==> config.mk <==
export PLATFORM = sky130hd
export DESIGN_NAME = cam_flag_top
export DESIGN_NICKNAME = d
export VERILOG_FILES = /design/src/rtl/cam_flag_pkg.sv /design/src/rtl/cam_strobe.sv /design/src/rtl/cam_store.sv /design/src/rtl/cam_flags.sv /design/src/rtl/cam_flag_top.sv
export SDC_FILE = /design/constraint.sdc
export NUM_CORES = 1
export LEC_CHECK = 0
export BUFFER_PORTS_ARGS = -buffer_cell sky130_fd_sc_hd__buf_2
export CAP_MARGIN = 20
export CORE_AREA = 2 2 83 125
export DETAILED_ROUTE_END_ITERATION = 10
export DIE_AREA = 0 0 85 127
export MAX_ROUTING_LAYER = met4
export PLACE_DENSITY = 0.68
export REMOVE_ABC_BUFFERS = 1
export SLEW_MARGIN = 40
export SYNTH_ARGS = -nofsm -noshare
export SYNTH_HDL_FRONTEND = slang
export SYNTH_SLANG_ARGS = --single-unit
export TNS_END_PERCENT = 1
==> constraint.sdc <==
create_clock -name clk -period 7.8 [get_ports clk]
set_input_delay 0.39 -clock clk [delete_from_list [all_inputs] [get_ports clk]]
set_output_delay 0.39 -clock clk [all_outputs]
set_load 0.01 [all_outputs]
==> src/rtl/cam_flag_pkg.sv <==
// Package: shared types for the cascadable CAM status flag block.
// Assumes: nothing beyond IEEE 1800-2017.
package cam_flag_pkg;

    // Cycle type carried on op_cmp.
    typedef enum logic {
        CYC_WRITE   = 1'b0,
        CYC_COMPARE = 1'b1
    } cam_cycle_e;

endpackage

==> src/rtl/cam_strobe.sv <==
// Module: cam_strobe
// Turns the active-low enable strobe into a single-cycle commit pulse on
// the clock edge where en_n is first sampled HIGH after being sampled LOW.
// Assumes en_n is synchronous to clk; reset is synchronous, active low.
module cam_strobe (
    input  logic clk,
    input  logic rst_n,
    input  logic en_n,
    output logic commit
);

    logic en_n_q;

    // Remember the previous sampled level of the strobe.
    always_ff @(posedge clk) begin
        if (!rst_n) en_n_q <= 1'b1;
        else        en_n_q <= en_n;
    end

    assign commit = rst_n & en_n & ~en_n_q;

    // A commit pulse never lasts two cycles.
    assert_single_commit_R2: assert property (@(posedge clk) disable iff (!rst_n)
        commit |=> !commit);

endmodule

==> src/rtl/cam_store.sv <==
// Module: cam_store
// Holds DEPTH tags with one active-low occupancy bit each. It applies
// writes, reports whether any location would be empty after a pending
// write, and counts the occupied locations whose tag equals the key.
// Assumes DEPTH >= 2; wr_go is a single-cycle pulse.
module cam_store #(
    parameter int DEPTH = 8,
    parameter int WIDTH = 8,
    localparam int AW = $clog2(DEPTH),
    localparam int CW = $clog2(DEPTH + 1)
) (
    input  logic          clk,
    input  logic          rst_n,
    input  logic          wr_go,
    input  logic [AW-1:0] wr_addr,
    input  logic [WIDTH-1:0] wr_data,
    input  logic          wr_vld_n,
    input  logic [WIDTH-1:0] cmp_key,
    output logic          any_empty_next,
    output logic [CW-1:0] match_cnt
);

    logic [DEPTH-1:0]            vld_n_q;
    logic [DEPTH-1:0][WIDTH-1:0] tag_q;
    logic [DEPTH-1:0]            vld_n_next;
    logic [DEPTH-1:0]            hit;

    genvar g;
    generate
        for (g = 0; g < DEPTH; g++) begin : g_loc
            logic sel;
            assign sel = wr_go && (wr_addr == AW'(g));

            // Per-location storage: reset empties, write replaces.
            always_ff @(posedge clk) begin
                if (!rst_n) begin
                    vld_n_q[g] <= 1'b1;
                    tag_q[g]   <= '0;
                end else if (sel) begin
                    vld_n_q[g] <= wr_vld_n;
                    tag_q[g]   <= wr_data;
                end
            end

            // Occupancy as it will be once a pending write has landed.
            assign vld_n_next[g] = sel ? wr_vld_n : vld_n_q[g];

            // Only occupied locations may hit.
            assign hit[g] = ~vld_n_q[g] && (tag_q[g] == cmp_key);
        end
    endgenerate

    assign any_empty_next = |vld_n_next;

    // Population count of the hit vector.
    always_comb begin
        match_cnt = '0;
        for (int i = 0; i < DEPTH; i++) match_cnt = match_cnt + CW'(hit[i]);
    end

    // Reset leaves every location empty.
    assert_reset_empty_R1: assert property (@(posedge clk)
        !rst_n |=> (&vld_n_q));

    // A write lands at its address with its occupancy value.
    assert_write_lands_R2: assert property (@(posedge clk) disable iff (!rst_n)
        wr_go |=> (vld_n_q[$past(wr_addr)] == $past(wr_vld_n)));

endmodule

==> src/rtl/cam_flags.sv <==
// Module: cam_flags
// Registers the cascade full flag on write commits and the multiple-match
// pull-down enable on compare commits, applying the chain rules.
// Assumes wr_go and cmp_go are single-cycle and mutually exclusive.
module cam_flags #(
    parameter int CW = 4
) (
    input  logic          clk,
    input  logic          rst_n,
    input  logic          wr_go,
    input  logic          cmp_go,
    input  logic          any_empty_next,
    input  logic          full_in_n,
    input  logic [CW-1:0] match_cnt,
    input  logic          match_in_n,
    output logic          full_n,
    output logic          mm_pd_n
);

    logic [CW-1:0] threshold;

    // Match count needed to pull the shared line low.
    assign threshold = match_in_n ? CW'(2) : CW'(1);

    // Full flag: recomputed only when a write commits.
    always_ff @(posedge clk) begin
        if (!rst_n)     full_n <= 1'b1;
        else if (wr_go) full_n <= full_in_n | any_empty_next;
    end

    // Multiple-match pull-down: recomputed only when a compare commits.
    always_ff @(posedge clk) begin
        if (!rst_n)      mm_pd_n <= 1'b1;
        else if (cmp_go) mm_pd_n <= ~(match_cnt >= threshold);
    end

    assert_full_local_R3: assert property (@(posedge clk) disable iff (!rst_n)
        (wr_go && any_empty_next) |=> full_n);

    assert_full_block_R4: assert property (@(posedge clk) disable iff (!rst_n)
        (wr_go && full_in_n) |=> full_n);

    assert_full_hold_R5: assert property (@(posedge clk) disable iff (!rst_n)
        !wr_go |=> $stable(full_n));

    assert_mm_multi_R6: assert property (@(posedge clk) disable iff (!rst_n)
        (cmp_go && match_cnt >= CW'(2)) |=> !mm_pd_n);

    assert_mm_none_R7: assert property (@(posedge clk) disable iff (!rst_n)
        (cmp_go && match_cnt == '0) |=> mm_pd_n);

    assert_mm_hold_R8: assert property (@(posedge clk) disable iff (!rst_n)
        !cmp_go |=> $stable(mm_pd_n));

endmodule

==> src/rtl/cam_flag_top.sv <==
// Module: cam_flag_top
// Cascadable CAM status flags: strobe decoding, tag store and flag registers.
// Assumes all inputs are synchronous to clk and DEPTH >= 2.
module cam_flag_top #(
    parameter int DEPTH = 8,
    parameter int WIDTH = 8,
    localparam int AW = $clog2(DEPTH),
    localparam int CW = $clog2(DEPTH + 1)
) (
    input  logic             clk,
    input  logic             rst_n,
    input  logic             en_n,
    input  logic             op_cmp,
    input  logic [AW-1:0]    wr_addr,
    input  logic [WIDTH-1:0] wr_data,
    input  logic             wr_vld_n,
    input  logic [WIDTH-1:0] cmp_key,
    input  logic             full_in_n,
    input  logic             match_in_n,
    output logic             full_n,
    output logic             mm_pd_n
);
    import cam_flag_pkg::*;

    logic          commit;
    logic          wr_go;
    logic          cmp_go;
    logic          any_empty_next;
    logic [CW-1:0] match_cnt;
    cam_cycle_e    cycle;

    assign cycle  = cam_cycle_e'(op_cmp);
    assign wr_go  = commit && (cycle == CYC_WRITE);
    assign cmp_go = commit && (cycle == CYC_COMPARE);

    cam_strobe u_strobe (
        .clk    (clk),
        .rst_n  (rst_n),
        .en_n   (en_n),
        .commit (commit)
    );

    cam_store #(.DEPTH(DEPTH), .WIDTH(WIDTH)) u_store (
        .clk            (clk),
        .rst_n          (rst_n),
        .wr_go          (wr_go),
        .wr_addr        (wr_addr),
        .wr_data        (wr_data),
        .wr_vld_n       (wr_vld_n),
        .cmp_key        (cmp_key),
        .any_empty_next (any_empty_next),
        .match_cnt      (match_cnt)
    );

    cam_flags #(.CW(CW)) u_flags (
        .clk            (clk),
        .rst_n          (rst_n),
        .wr_go          (wr_go),
        .cmp_go         (cmp_go),
        .any_empty_next (any_empty_next),
        .full_in_n      (full_in_n),
        .match_cnt      (match_cnt),
        .match_in_n     (match_in_n),
        .full_n         (full_n),
        .mm_pd_n        (mm_pd_n)
    );

endmodule

==> impl_results.md <==
* Final ANT Viol Nets at 0
* Fraction of layout cells with a size suffix above 1 at 0.105
* Pleak at 1.79 nW
* Arrival time at the worst endpoint at 4.22 ns
* Core area at 9630 um^2
* Critical path peak fanout at 2
* Mapped Area at 3830 um^2
* Vias in the first global route at 2683
* IO Port Bufs at 27
* Largest net degree at the start of global routing at 68
* First DRT Iteration DRCs at 185
* Post-CTS sizing at 0
* Worst setup EP type: register
* Final hold violations at 0
* Gate Count Post-Synth at 401
* Synth Warn # at 0
* Initial Util at 0.398
* Max-Cap Viols at 0
* Crit path cell chain: xnor2_1 > nand3_1 > nor4_1 > ha_1 > inv_1 > fa_1 > fa_1 > inv_1 > fa_1 > inv_1 > fa_1 > inv_1 > ha_1 > a21oi_1 > o21ai_0 > o21ai_0
* Mean Syn Cell Area at 9.56 um^2
* Critical path's top delay family: adder cells
* DPL Wire Length at 6.29 mm
* First drt pass iteration count at 5
* Rel. slew slack at 0.436
* Setup violators final at 0
* Critical-path top delay cell: fa_1
* Critical Path Max Stage Delay at 0.56 ns
* Peak supply drop at 0.121 mV
* Post-CTS setup buffers at 0
* Flops & latches, synth at 75
* Count leader, synth: dfxtp_1
* GR Util All Layers at 0.178
* EDFF count, synth at 0
* Status: complete, no violations
* Die ar. at 10800 um^2
* Top-area cell type share of the netlist area at 0.392
* Critical path origin: u_store.tag_q[14]
* Final Max Tran Viols at 0
* Global-route wire length before repair at 14.2 mm
* Residual DRC at 0
* Setup CP Type: register to register
* Power per cell area at 189 nW/um^2
* Synth cell count leaders: dfxtp_1, mux2i_1, nor2_1
* FMAX at 252 MHz
* Area leader, netlist: dfxtp_1
* Min cycle time layout at 3.96 ns
* # diodes at 0
* Worst hold start: en_n
* Flop-to-flop setup slack at 3.84 ns
* Clk sink count at 75
* Total power at 0.797 mW
* Total CTS buffers at 9
* Asr flop ratio synth at 0
* Dominant cells by area after synthesis: dfxtp_1, mux2i_1, xnor2_1
* Die height at 127 um
* Post-synth top flop: dfxtp_1
* Total Wirelength at 8.74 mm
* CP Buf/Inv Count at 4
* Startpoint class of the critical path: register
* H-tree depth at 3
* Grt total ovfl at 0
* Clock Path Buffers at 2
* Final period utilization at 0.508
* CTS tree: done
* Layout Nets at 442
* Fin Setup TNS at 0 ns
* Rows at 44
* Critical R2R Capture: u_flags.mm_pd_n
* WL/cell at 16.6 um
* Routed vias/inst at 5.17
* Hold path depth at 2
* Clk pin slew, worst setup/hold paths at 0.05 ns
* Hold_buf cts at 0
* Initial antenna violation count at 0
* Area grow syn2layout at 9.95%
* Worst-Margin Slew at 0.841 ns
* RSZ-0062 raised after global routing: no
* CTS root buf: clkbuf_16
* Worst Clk Skew at 0.00334 ns
* Fillcell total at 933
* Total number of vias at 2714
* Post-synth cell types at 42
* Final GP Congestion at 0.841
* WP data required at 8.06 ns
* Worst-Skew Late Latency at 0.33 ns
* Chip Width at 85 um
* Worst r2r src: u_store.tag_q[14]
* Hold endpoint: u_strobe.en_n_q
* Register area share after synthesis at 0.392
* IO Pins at 28
* R2R depth at 16
* Hold Crit Class: input pin to register
final cells by class:
cell class	count	area [um^2]	area share
Clock buffer	14	244	0.0579
Sequential cell	75	1500	0.356
Multi-Input combinational cell	279	2130	0.504
Timing Repair Buffer	28	146	0.0347
Inverter	14	55.1	0.0131
Tap cell	115	144	0.0341
kinds of logic after synthesis:
logic type | share of synthesized area
flops | 0.392
fa+ha+maj | 0.0372
mux | 0.178
buf+inv | 0.0600
simple gates | 0.152
compound gates | 0.0349
xor+xnor | 0.146
per-stage QoR:
step,cells,setup WS (ns),area (um^2),hold WS (ns),utilization
3_5_place_dp,510,3.56,3960,0.466,0.411
2_1_floorplan,368,4.13,3660,0.452,-
6_report,525,3.84,4220,0.337,0.438
4_1_cts,524,3.85,4210,0.331,0.436
5_1_grt,525,3.57,4220,0.346,0.438
3_3_place_gp,510,3.66,3950,0.448,0.410
power by group:
group | total (mW) | internal (mW) | switching, mW
Sequential | 0.386 | 0.385 | 0.00101
Clock | 0.355 | 0.212 | 0.143
Combinational | 0.0567 | 0.0208 | 0.0359
worst reg2reg max path, stage by stage (launching register included):
cell and delay (ns):
dfxtp_1 0.32, xnor2_1 0.21, nand3_1 0.13, nor4_1 0.26
ha_1 0.28, inv_1 0.09, fa_1 0.43, fa_1 0.56
inv_1 0.06, fa_1 0.44, inv_1 0.08, fa_1 0.40
inv_1 0.06, ha_1 0.22, a21oi_1 0.11, o21ai_0 0.09
o21ai_0 0.16
layer usage:
| metal | track usage | vias up | part of all wire |
|---|---|---|---|
| li1 | - | 1349 | - |
| met1 | 0.194 | 1285 | 0.40 |
| met2 | 0.298 | 61 | 0.52 |
| met3 | 0.0401 | 19 | 0.041 |
| met4 | 0.0962 | 0 | 0.039 |
| met5 | - | - | 0 |
sequential cells by signal (all words and copies together), names as in the netlist:
register / cells
u_store.vld_n_q: 8
u_flags.full_n: 1
u_flags.mm_pd_n: 1
u_store.tag_q: 64
u_strobe.en_n_q: 1
placed cells by master (no fill, tap or decap), types with 2 or more instances in the layout:
cell / count
nor2_1: 66
o211ai_1: 5
clkbuf_16: 9
xor2_1: 8
o22ai_1: 2
ha_1: 5
inv_1: 13
dfxtp_1: 75
nand4b_1: 2
nand2_1: 8
nand4_1: 12
nand3_1: 5
mux2i_1: 66
or3_1: 2
buf_2: 27
o21ai_0: 2
mux2_2: 2
nor3_4: 2
xnor2_1: 56
a21oi_1: 2
nor4_1: 4
nand2b_1: 3
a211o_1: 2
clkbuf_1: 5
nor3_1: 6
fa_1: 4
worst max path at each step:
stage                      end  slack, ns  cells past startpoint
3_3_place_gp   u_flags.mm_pd_n       3.66                     17
6_report       u_flags.mm_pd_n       3.84                     16
4_1_cts        u_flags.mm_pd_n       3.85                     16
2_1_floorplan  u_flags.mm_pd_n       4.13                     16
5_1_grt        u_flags.mm_pd_n       3.57                     16
3_5_place_dp   u_flags.mm_pd_n       3.56                     17
Note: power is estimated with default switching activity, not from simulation.
